`config.mk`:
```
export PLATFORM = sky130hd
export DESIGN_NAME = vbi_line_gate
export DESIGN_NICKNAME = d
export VERILOG_FILES = /design/src/rtl/vbi_gate_pkg.sv /design/src/rtl/vbi_mask_bank.sv /design/src/rtl/vbi_pass_decide.sv /design/src/rtl/vbi_stream_gate.sv /design/src/rtl/vbi_line_gate.sv
export SDC_FILE = /design/constraint.sdc
export NUM_CORES = 1
export LEC_CHECK = 0
export BUFFER_PORTS_ARGS = -buffer_cell sky130_fd_sc_hd__buf_2
export CORE_MARGIN = 3
export CORE_UTILIZATION = 40
export CTS_BUF_LIST = sky130_fd_sc_hd__clkbuf_16
export CTS_CLUSTER_SIZE = 30
export DETAILED_ROUTE_END_ITERATION = 10
export PLACE_DENSITY = 0.62
export SKIP_CTS_REPAIR_TIMING = 1
export SLEW_MARGIN = 10
export SYNTH_ARGS = -nofsm -noshare
export SYNTH_HDL_FRONTEND = slang
export SYNTH_SLANG_ARGS = --single-unit
```
`constraint.sdc`:
```
create_clock -name clk_i -period 1.9 [get_ports clk_i]
set_clock_uncertainty 0.05 [all_clocks]
set_input_delay 0.38 -clock clk_i [delete_from_list [all_inputs] [get_ports clk_i]]
set_output_delay 0.38 -clock clk_i [all_outputs]
set_load 0.05 [all_outputs]
```
`src/rtl/vbi_gate_pkg.sv`:
```
package vbi_gate_pkg;
  typedef enum logic [1:0] {
    ADDR_MASK_ODD  = 2'd0,
    ADDR_MASK_EVEN = 2'd1
  } vbi_reg_addr_e;
endpackage

```
`src/rtl/vbi_mask_bank.sv`:
```
module vbi_mask_bank #(
  parameter int NUM_LINES = 24,
  parameter int BUS_W     = 32,
  parameter int ADDR_W    = 2
) (
  input  logic                 clk_i,
  input  logic                 rst_ni,
  input  logic                 we_i,
  input  logic [ADDR_W-1:0]    addr_i,
  input  logic [BUS_W-1:0]     wdata_i,
  output logic [NUM_LINES-1:0] mask_odd_o,
  output logic [NUM_LINES-1:0] mask_even_o
);
  import vbi_gate_pkg::*;

  localparam int NUM_BANKS = 2;

  logic [NUM_LINES-1:0] mask_q [NUM_BANKS];

  for (genvar g = 0; g < NUM_BANKS; g++) begin : g_bank
    localparam logic [ADDR_W-1:0] MY_ADDR =
      (g == 0) ? ADDR_W'(ADDR_MASK_ODD) : ADDR_W'(ADDR_MASK_EVEN);
    always_ff @(posedge clk_i or negedge rst_ni) begin
      if (!rst_ni)                        mask_q[g] <= '0;
      else if (we_i && addr_i == MY_ADDR) mask_q[g] <= wdata_i[NUM_LINES-1:0];
    end
  end

  assign mask_odd_o  = mask_q[0];
  assign mask_even_o = mask_q[1];
endmodule

```
`src/rtl/vbi_pass_decide.sv`:
```
module vbi_pass_decide #(
  parameter int NUM_LINES = 24,
  parameter int IDX_W     = 6
) (
  input  logic                 clk_i,
  input  logic                 rst_ni,
  input  logic                 direct_i,
  input  logic                 field_odd_i,
  input  logic                 line_start_i,
  input  logic [IDX_W-1:0]     line_idx_i,
  input  logic [NUM_LINES-1:0] mask_odd_i,
  input  logic [NUM_LINES-1:0] mask_even_i,
  output logic                 pass_eff_o,
  output logic                 pass_q_o
);
  logic [NUM_LINES-1:0] sel_mask;
  logic                 hit;
  logic                 pass_q;

  assign sel_mask = field_odd_i ? mask_odd_i : mask_even_i;

  // indices >= NUM_LINES match no bit
  always_comb begin
    hit = 1'b0;
    for (int i = 0; i < NUM_LINES; i++) begin
      if (line_idx_i == IDX_W'(i)) hit = sel_mask[i];
    end
  end

  always_comb begin
    if (!direct_i)         pass_eff_o = 1'b0;
    else if (line_start_i) pass_eff_o = hit;
    else                   pass_eff_o = pass_q;
  end

  always_ff @(posedge clk_i or negedge rst_ni) begin
    if (!rst_ni) pass_q <= 1'b0;
    else         pass_q <= pass_eff_o;
  end

  assign pass_q_o = pass_q;
endmodule

```
`src/rtl/vbi_stream_gate.sv`:
```
module vbi_stream_gate #(
  parameter int DATA_W = 10
) (
  input  logic              clk_i,
  input  logic              rst_ni,
  input  logic              pass_i,
  input  logic              valid_i,
  input  logic [DATA_W-1:0] data_i,
  output logic              valid_o,
  output logic [DATA_W-1:0] data_o
);
  logic keep;
  assign keep = valid_i & pass_i;

  always_ff @(posedge clk_i or negedge rst_ni) begin
    if (!rst_ni) begin
      valid_o <= 1'b0;
      data_o  <= '0;
    end else begin
      valid_o <= keep;
      data_o  <= keep ? data_i : '0;
    end
  end
endmodule

```
`src/rtl/vbi_line_gate.sv`:
```
module vbi_line_gate #(
  parameter int NUM_LINES = 24,
  parameter int IDX_W     = 6,
  parameter int BUS_W     = 32,
  parameter int ADDR_W    = 2,
  parameter int DATA_W    = 10
) (
  input  logic              clk_i,
  input  logic              rst_ni,
  input  logic              reg_we_i,
  input  logic [ADDR_W-1:0] reg_addr_i,
  input  logic [BUS_W-1:0]  reg_wdata_i,
  input  logic              direct_vbi_i,
  input  logic              field_odd_i,
  input  logic              line_start_i,
  input  logic [IDX_W-1:0]  line_idx_i,
  input  logic              data_valid_i,
  input  logic [DATA_W-1:0] data_i,
  output logic              pass_o,
  output logic              out_valid_o,
  output logic [DATA_W-1:0] out_data_o
);
  logic [NUM_LINES-1:0] mask_odd, mask_even;
  logic                 pass_eff;

  vbi_mask_bank #(
    .NUM_LINES(NUM_LINES), .BUS_W(BUS_W), .ADDR_W(ADDR_W)
  ) u_bank (
    .clk_i      (clk_i),
    .rst_ni     (rst_ni),
    .we_i       (reg_we_i),
    .addr_i     (reg_addr_i),
    .wdata_i    (reg_wdata_i),
    .mask_odd_o (mask_odd),
    .mask_even_o(mask_even)
  );

  vbi_pass_decide #(
    .NUM_LINES(NUM_LINES), .IDX_W(IDX_W)
  ) u_decide (
    .clk_i       (clk_i),
    .rst_ni      (rst_ni),
    .direct_i    (direct_vbi_i),
    .field_odd_i (field_odd_i),
    .line_start_i(line_start_i),
    .line_idx_i  (line_idx_i),
    .mask_odd_i  (mask_odd),
    .mask_even_i (mask_even),
    .pass_eff_o  (pass_eff),
    .pass_q_o    (pass_o)
  );

  vbi_stream_gate #(
    .DATA_W(DATA_W)
  ) u_gate (
    .clk_i  (clk_i),
    .rst_ni (rst_ni),
    .pass_i (pass_eff),
    .valid_i(data_valid_i),
    .data_i (data_i),
    .valid_o(out_valid_o),
    .data_o (out_data_o)
  );
endmodule

```
==> summary.md, run 1 <==
| Metric | Value |
|---|---|
| Final Hold Viols | `0` |
| Post-synth top area cell | `dfrtp_1` |
| Final worst setup slack | `-190.4 ps` |
| Final period util | `110.0%` |
| DP Worst Slack | `-416.4 ps` |
| Crit start category | `flop` |
| Top_reg_cell synth | `dfrtp_1` |
| 1st-iter DRT viols | `110` |
| Combinational Power Share | `17.2%` |
| Met3 wire len | `368 um` |
| Yosys cell types | `42` |
| DRT Wirelength | `6414 um` |
| Uppermost layer routed | `met4` |
| Vias in the first global route | `2312` |
| Post-Synthesis Cell Area | `2915 um^2` |
| Max Slew Vio Count | `0` |
| Routability cong. | `0.8447` |
| IO Pins | `69` |
| H-tree levels | `3` |
| Hold slack | `18.74 ps` |
| DRT antenna net count | `0` |
| Yosys top cell area share | `51.50%` |
| Largest net degree at the start of global routing | `61` |
| Critical Path RT | `2050 ps` |
| Layout cell share with drive strength beyond 1 | `52.02%` |
| Area grow syn2layout | `31.89%` |
| Total Routing Usage GR | `16.43%` |
| Root Driver | `clkbuf_16` |
| Die Y | `91.37 um` |
| Vias per cell | `5.141` |
| Final setup violation count | `12` |
| DP Wirelength | `4525 um` |
| Clock-pin slew on the worst setup and hold paths | `50 ps` |
| P_sw | `869.3 uW` |
| Area of the multi-input gates | `1346 um^2` |
| Cell breakdown of the critical path | `mux2_4 > and4_1 > mux2_4 > a311o_1 > o221ai_4 > clkbuf_16 > a21oi_2` |
| Tmin final | `2090 ps` |
| Fmax achieved | `478.4 MHz` |
| Flop pwr share | `42.8%` |
| M1 wire length | `3002 um` |
| Switch share | `23.56%` |
| Worst VDD drop | `0.7367 mV` |
| Pleak | `0.001778 uW` |
| Core Util, Final | `55.37%` |
| Area contributors post-synth | `dfrtp_1 52%, mux2_2 21%, mux2i_1 4.8%` |
| Initial Util | `41.98%` |
| Worst path max stage delay | `370 ps` |
| Sequential area share after synthesis | `51.50%` |
| Fillers | `614` |
| CORE AREA | `6944 um^2` |
| Max Cap Viol | `0` |
| Initial DRT Pass Iterations | `4` |
| # diodes | `0` |
| Crit Path Class | `reg2reg` |
| Nets | `375` |
| Int Power | `2820 uW` |
| Worst-path fanout max | `6` |
| Post-synth EDFFs | `0` |
| Antenna violations before repair | `0` |
| Die area | `8348 um^2` |
| Register area | `1501 um^2` |
| Clock power frac | `40.1%` |
| Critical R2R Launch | `u_bank.mask_even_o[15]` |
| Met2 WL post-DR | `2958 um` |
| Num Clock Sinks | `60` |
| Via count of the routed design | `2144` |
| GR Overflow Total | `0` |
| Wire per inst | `15.38 um` |
| CTS Buffer Depth | `2` |
| Total power | `3689 uW` |
| Slowest CP cell | `dfrtp_1` |
| Synth async-reset ratio | `100.0%` |
| Status | `finished, violations left` |
| Min-delay worst type | `in2async` |
| PortBufs | `60` |
| Failing checks | `setup timing` |
| Yosys warns | `0` |
| DRC errors left | `0` |
| Power Dens Cells | `959.5 nW/um^2` |
| #FFs+latches synth | `60` |
| CTS tree | `yes` |
| CP startpoint | `u_bank.mask_even_o[15]` |
| First-pass GRT wire length | `10900 um` |
| Cell count after synthesis | `234` |
| Skew-Pair Late Insertion Delay | `320 ps` |
| Worst-Margin Slew | `391.2 ps` |
| RSZ-0062 raised after global routing | `true` |
| Setup crit end kind | `flop` |
| Site Rows | `30` |
| Die span in x | `91.37 um` |
| Slew headroom | `73.24%` |
| Crit path arrival time | `2240 ps` |
| Crit path top cell by count | `mux2_4` |
| Post-synth net total | `291` |
| CTS Buf Count | `9` |
| Syn_area_per_cell | `12.46 um^2` |
-- critical path, delay by kind of cell (launching register included) --
kind            cells  cell delay, ps
mux                 2             540
compound gates      3             630
buf+inv             1             210
flops               1             370
simple gates        1             180
-- area by class of cell --
cell class	count	share of cell area (%)
multi-input combinational	156	35.01
timing repair buffer	89	15.55
sequential	60	39.05
clock inverter	5	1.204
tap	96	3.124
inverter	2	0.1952
clock buffer	9	5.857
-- worst paths after layout --
check / end / slack [ps] / cells after the start
worst max-delay path: u_gate.data_o[2] / -190 / 7
worst min-delay path: u_bank.mask_odd_o[7] / 20 / 2
worst max register to register: u_gate.data_o[2] / -190 / 7
worst min register to register: u_bank.mask_odd_o[2] / 450 / 1
max in group asynchronous: u_bank.mask_even_o[2] / 1530 / 2
min in group clk_i: u_gate.data_o[7] / 240 / 3
-- synth_stat cells, types with 3 or more instances --
cell type   n
o21ai_0     7
buf_6       3
nand2_1    17
nor2_1      7
clkbuf_1    7
buf_2       4
nor2b_1     3
nand2b_1    3
a21oi_1    11
mux2_2     55
dfrtp_1    60
mux2i_1    14
nor3_1      3
-- logic make-up (layout without fill, tap and decap cells) --
| group | Yosys count | count (layout) | share of synthesized area (%) |
|---|---|---|---|
| and+or+nand+nor | 47 | 47 | 8.197 |
| DFF | 60 | 60 | 51.50 |
| buffers and inverters | 18 | 105 | 3.691 |
| AOI/OAI and AO/OA | 37 | 37 | 8.498 |
| muxes | 72 | 72 | 28.11 |
-- layer usage --
layer,vias up,global-route usage [%]
li1,1023,-
met1,1043,20.99
met2,70,26.55
met3,8,5.634
met4,0,4.523
met5,-,0
-- sequential cells by signal, indices dropped and copies added (netlist names) --
| signal | count |
|---|---|
| u_decide.pass_q_o | 1 |
| u_bank.mask_odd_o | 24 |
| u_gate.data_o | 10 |
| u_bank.mask_even_o | 24 |
| u_gate.valid_o | 1 |
-- layout by cell type (no fill, tap or decap), types with 2 or more instances in the layout --
cell / instances
a211o_1: 2
a21oi_1: 7
a21oi_2: 6
buf_12: 5
buf_2: 60
buf_4: 23
clkbuf_16: 10
clkinv_1: 2
dfrtp_1: 60
inv_1: 3
mux2_2: 54
mux2_4: 2
mux2i_1: 14
mux4_2: 2
nand2_1: 17
nand2b_1: 3
nand3_1: 2
nand3b_1: 2
nand4_1: 2
nor2_1: 7
nor2b_1: 3
nor3_1: 3
nor4_1: 2
o211ai_1: 2
o21ai_0: 7
o22ai_1: 2
-- power groups by stage --
| stage | clock network [uW] | logic (uW) | registers [uW] |
|---|---|---|---|
| 2_1_floorplan | 0 | 388 | 1590 |
| 3_3_place_gp | 0 | 611 | 1590 |
| 3_5_place_dp | 0 | 627 | 1600 |
| 4_1_cts | 1530 | 630 | 1580 |
| 5_1_grt | 1590 | 698 | 1610 |
| 6_report | 1480 | 633 | 1580 |
-- per-stage QoR --
| stage | setup TNS (ps) | instance area [um^2] | cells |
|---|---|---|---|
| global route | -3027 | 3845 | 417 |
| floorplan | -1989 | 2923 | 234 |
| global placement | -4239 | 3510 | 401 |
| finish | -2016 | 3845 | 417 |
| detailed placement | -4733 | 3510 | 401 |
| CTS | -1823 | 3781 | 415 |
No activity file was read; power rests on OpenSTA's default activity.
==> run 2: changes to the inputs <==
SYNTH_HIERARCHICAL = 1   (was not set)
==> run 2 against run 1 <==
Effect of this change:
- the run still ends with setup timing left
- hold slack worse by 8.5 ps
- global-route usage is 0.71 points lower
- synthesized cell count is 11% lower
- sequential share of layout area is 0.29 points higher
- sequential power hardly changed
- cell area is 0.75% lower
- maximum frequency is 8.5% higher
- clock-buffer cell count stayed put
- setup slack better by 160 ps
- via count is 6.3% lower
- clock power is 12% higher
- first-iteration DRC count is 1.8% lower
- largest cell class unchanged
- largest power group is now the clock network
==> summary.md, run 2 <==
| Metric | Value |
|---|---|
| Wire per inst | `15.62 um (+1.5%)` |
| Post-synth top area cell | `dfrtp_1` |
| DRC errors left | `0 (unchanged)` |
| DP Wirelength | `4349 um (-3.9%)` |
| Crit start category | `flop` |
| Area grow syn2layout | `30.23%` |
| H-tree levels | `3 (unchanged)` |
| Via count of the routed design | `2010 (-6.3%)` |
| Pleak | `0.001805 uW (+1.5%)` |
| Cell count after synthesis | `208 (-11%)` |
| Total Neg Setup Slack | `-26.93 ps (+1989 ps)` |
| Yosys cell types | `46 (+9.5%)` |
| Hold slack | `10.24 ps (-8.508 ps)` |
| Most common library cells after synthesis | `60 x dfrtp_1, 51 x mux2_2, 13 x mux2i_1` |
| Site Rows | `30 (unchanged)` |
| Commonest non-fill, non-tap cell in the layout | `dfrtp_1` |
| Synth async-reset ratio | `100.0% (unchanged)` |
| Critical Path RT | `2060 ps (about the same)` |
| Most frequent cells in the layout | `60 x dfrtp_1, 59 x buf_2, 51 x mux2_2` |
| Yosys top cell area share | `51.24% (-0.26 points)` |
| Dpl cells | `380 (-5.2%)` |
| Die area | `8389 um^2 (+0.48%)` |
| Final Hold Viols | `0 (unchanged)` |
| DRT antenna net count | `0 (unchanged)` |
| Cell area after layout | `3816 um^2 (-0.75%)` |
| Status | `finished, violations left` |
| First-pass GRT wire length | `10350 um (-5.1%)` |
| Final setup violation count | `1 (-11)` |
| Max Cap Viol | `0 (unchanged)` |
| Initial DRT Pass Iterations | `4 (unchanged)` |
| Worst-Margin Slew | `328.1 ps (-63.11 ps)` |
| Initial Util | `42.20% (+0.22 points)` |
| CORE AREA | `6944 um^2 (unchanged)` |
| IO Pins | `69 (unchanged)` |
| Count leader, synth | `dfrtp_1` |
| # diodes | `0 (unchanged)` |
| DP Worst Slack | `-560.7 ps (-144.3 ps)` |
| Min-delay worst type | `in2async` |
| Worst VDD drop | `0.6959 mV (-5.5%)` |
| Nets | `352 (-6.1%)` |
| Final worst setup slack | `-26.93 ps (+163.5 ps)` |
| Die span in x | `91.59 um (+0.24%)` |
| Skew-Pair Late Insertion Delay | `320 ps (about the same)` |
| Fin cells | `395 (-5.3%)` |
| GR Overflow Total | `0 (unchanged)` |
| RSZ-0062 raised after global routing | `true` |
| 1st-iter DRT viols | `108 (-1.8%)` |
| Placed cell area | `3492 um^2 (-0.50%)` |
| Routability cong. | `0.7940 (-6.0%)` |
| Post-synth EDFFs | `0 (unchanged)` |
| Syn_area_per_cell | `14.09 um^2 (+13%)` |
| Worst-path fanout max | `12 (+6)` |
| Top_reg_cell synth | `dfrtp_1` |
| Antenna violations before repair | `0 (unchanged)` |
| Slew headroom | `77.85% (+4.6 points)` |
| Crit path arrival time | `2080 ps (-160 ps)` |
| DRT Wirelength | `6168 um (-3.8%)` |
| PortBufs | `60 (unchanged)` |
| Failing checks | `setup timing` |
| Layout cell share with drive strength beyond 1 | `54.52% (+2.5 points)` |
| Post-synth net total | `265 (-8.9%)` |
| Tmin final | `1927 ps (-163.5 ps)` |
| Clock-pin slew on the worst setup and hold paths | `50 ps (about the same)` |
| Crit Path Class | `reg2reg` |
| #FFs+latches synth | `60 (unchanged)` |
| Die Y | `91.59 um (+0.24%)` |
| Root Driver | `clkbuf_16` |
| CTS Buf Count | `9 (unchanged)` |
| Post-Synthesis Cell Area | `2930 um^2 (+0.52%)` |
| Setup crit end kind | `flop` |
| CTS Buffer Depth | `2 (unchanged)` |
| Vias in the first global route | `2161 (-6.5%)` |
| Vias per cell | `5.089 (-1.0%)` |
| Sequential area share after synthesis | `51.24% (-0.26 points)` |
| Final period util | `101.4% (-8.6 points)` |
| Fmax achieved | `519.0 MHz (+8.5%)` |
| Area contributors post-synth | `dfrtp_1 51%, mux2_2 20%, mux2i_1 4.4%` |
| Num Clock Sinks | `60 (unchanged)` |
| Largest net degree at the start of global routing | `61 (unchanged)` |
| Power Dens Cells | `1016 nW/um^2 (+5.9%)` |
| Total Routing Usage GR | `15.72% (-0.71 points)` |
| Max Slew Vio Count | `0 (unchanged)` |
| Yosys warns | `6 (+6)` |
| CTS tree | `yes` |
## run 2: area by class of cell
type,instances,area [um^2]
Clock buffer,9,225.2
Inverter,2,7.507
Timing Repair Buffer,89,578.1
Tap cell,96,120.1
Multi-Input combinational cell,133,1304
Clock inverter,6,80.08
Sequential cell,60,1501
Fill cell,613,3128
## run 2: final timing paths
path	start	to	slack (ps)	cells after the start
max	u_bank/mask_odd_o[13]	u_gate/data_o[9]	-30	7
min	rst_ni	u_bank/mask_even_o[22]	10	2
max reg2reg	u_bank/mask_odd_o[13]	u_gate/data_o[9]	-30	7
min reg2reg	u_bank/mask_odd_o[0]	u_bank/mask_odd_o[0]	450	1
max in group asynchronous	rst_ni	u_bank/mask_odd_o[18]	1530	2
min in group clk_i	data_i[8]	u_gate/data_o[8]	240	2
## run 2: where the power goes
part	switching, uW	total [uW]	internal (uW)
combinational	257	624	367
sequential	109	1590	1480
clock	534	1660	1130
## run 2: worst max-delay path: stages, from the launching register on
cell and delay [ps]:
dfrtp_1 380, mux4_2 470, mux2i_1 160, nand4b_1 140
a21oi_2 150, a21o_1 150, a21oi_4 100, and3_2 210
## run 2: logic make-up after synthesis
logic type             Yosys count  share of synthesized area [%]
AOI/OAI and AO/OA               23                          5.893
muxes                           71                          29.55
and+or+nand+nor                 39                          8.711
buffers and inverters           15                          4.611
DFF                             60                          51.24
## run 2: layer usage
metal | share of wire (%) | GRT usage, % | vias to the layer above
li1 | - | - | 958
met1 | 42 | 18.74 | 992
met4 | 1.7 | 6.658 | 0
met3 | 5.4 | 5.137 | 10
met2 | 51 | 25.93 | 50
met5 | 0 | 0 | -
## run 2: metrics by stage
step	power [uW]	utilization (%)
3_5_place_dp	2232	50.29
4_1_cts	3914	54.68
5_1_grt	4061	54.96
2_1_floorplan	1995	-
6_report	3876	54.96
3_3_place_gp	2211	50.29
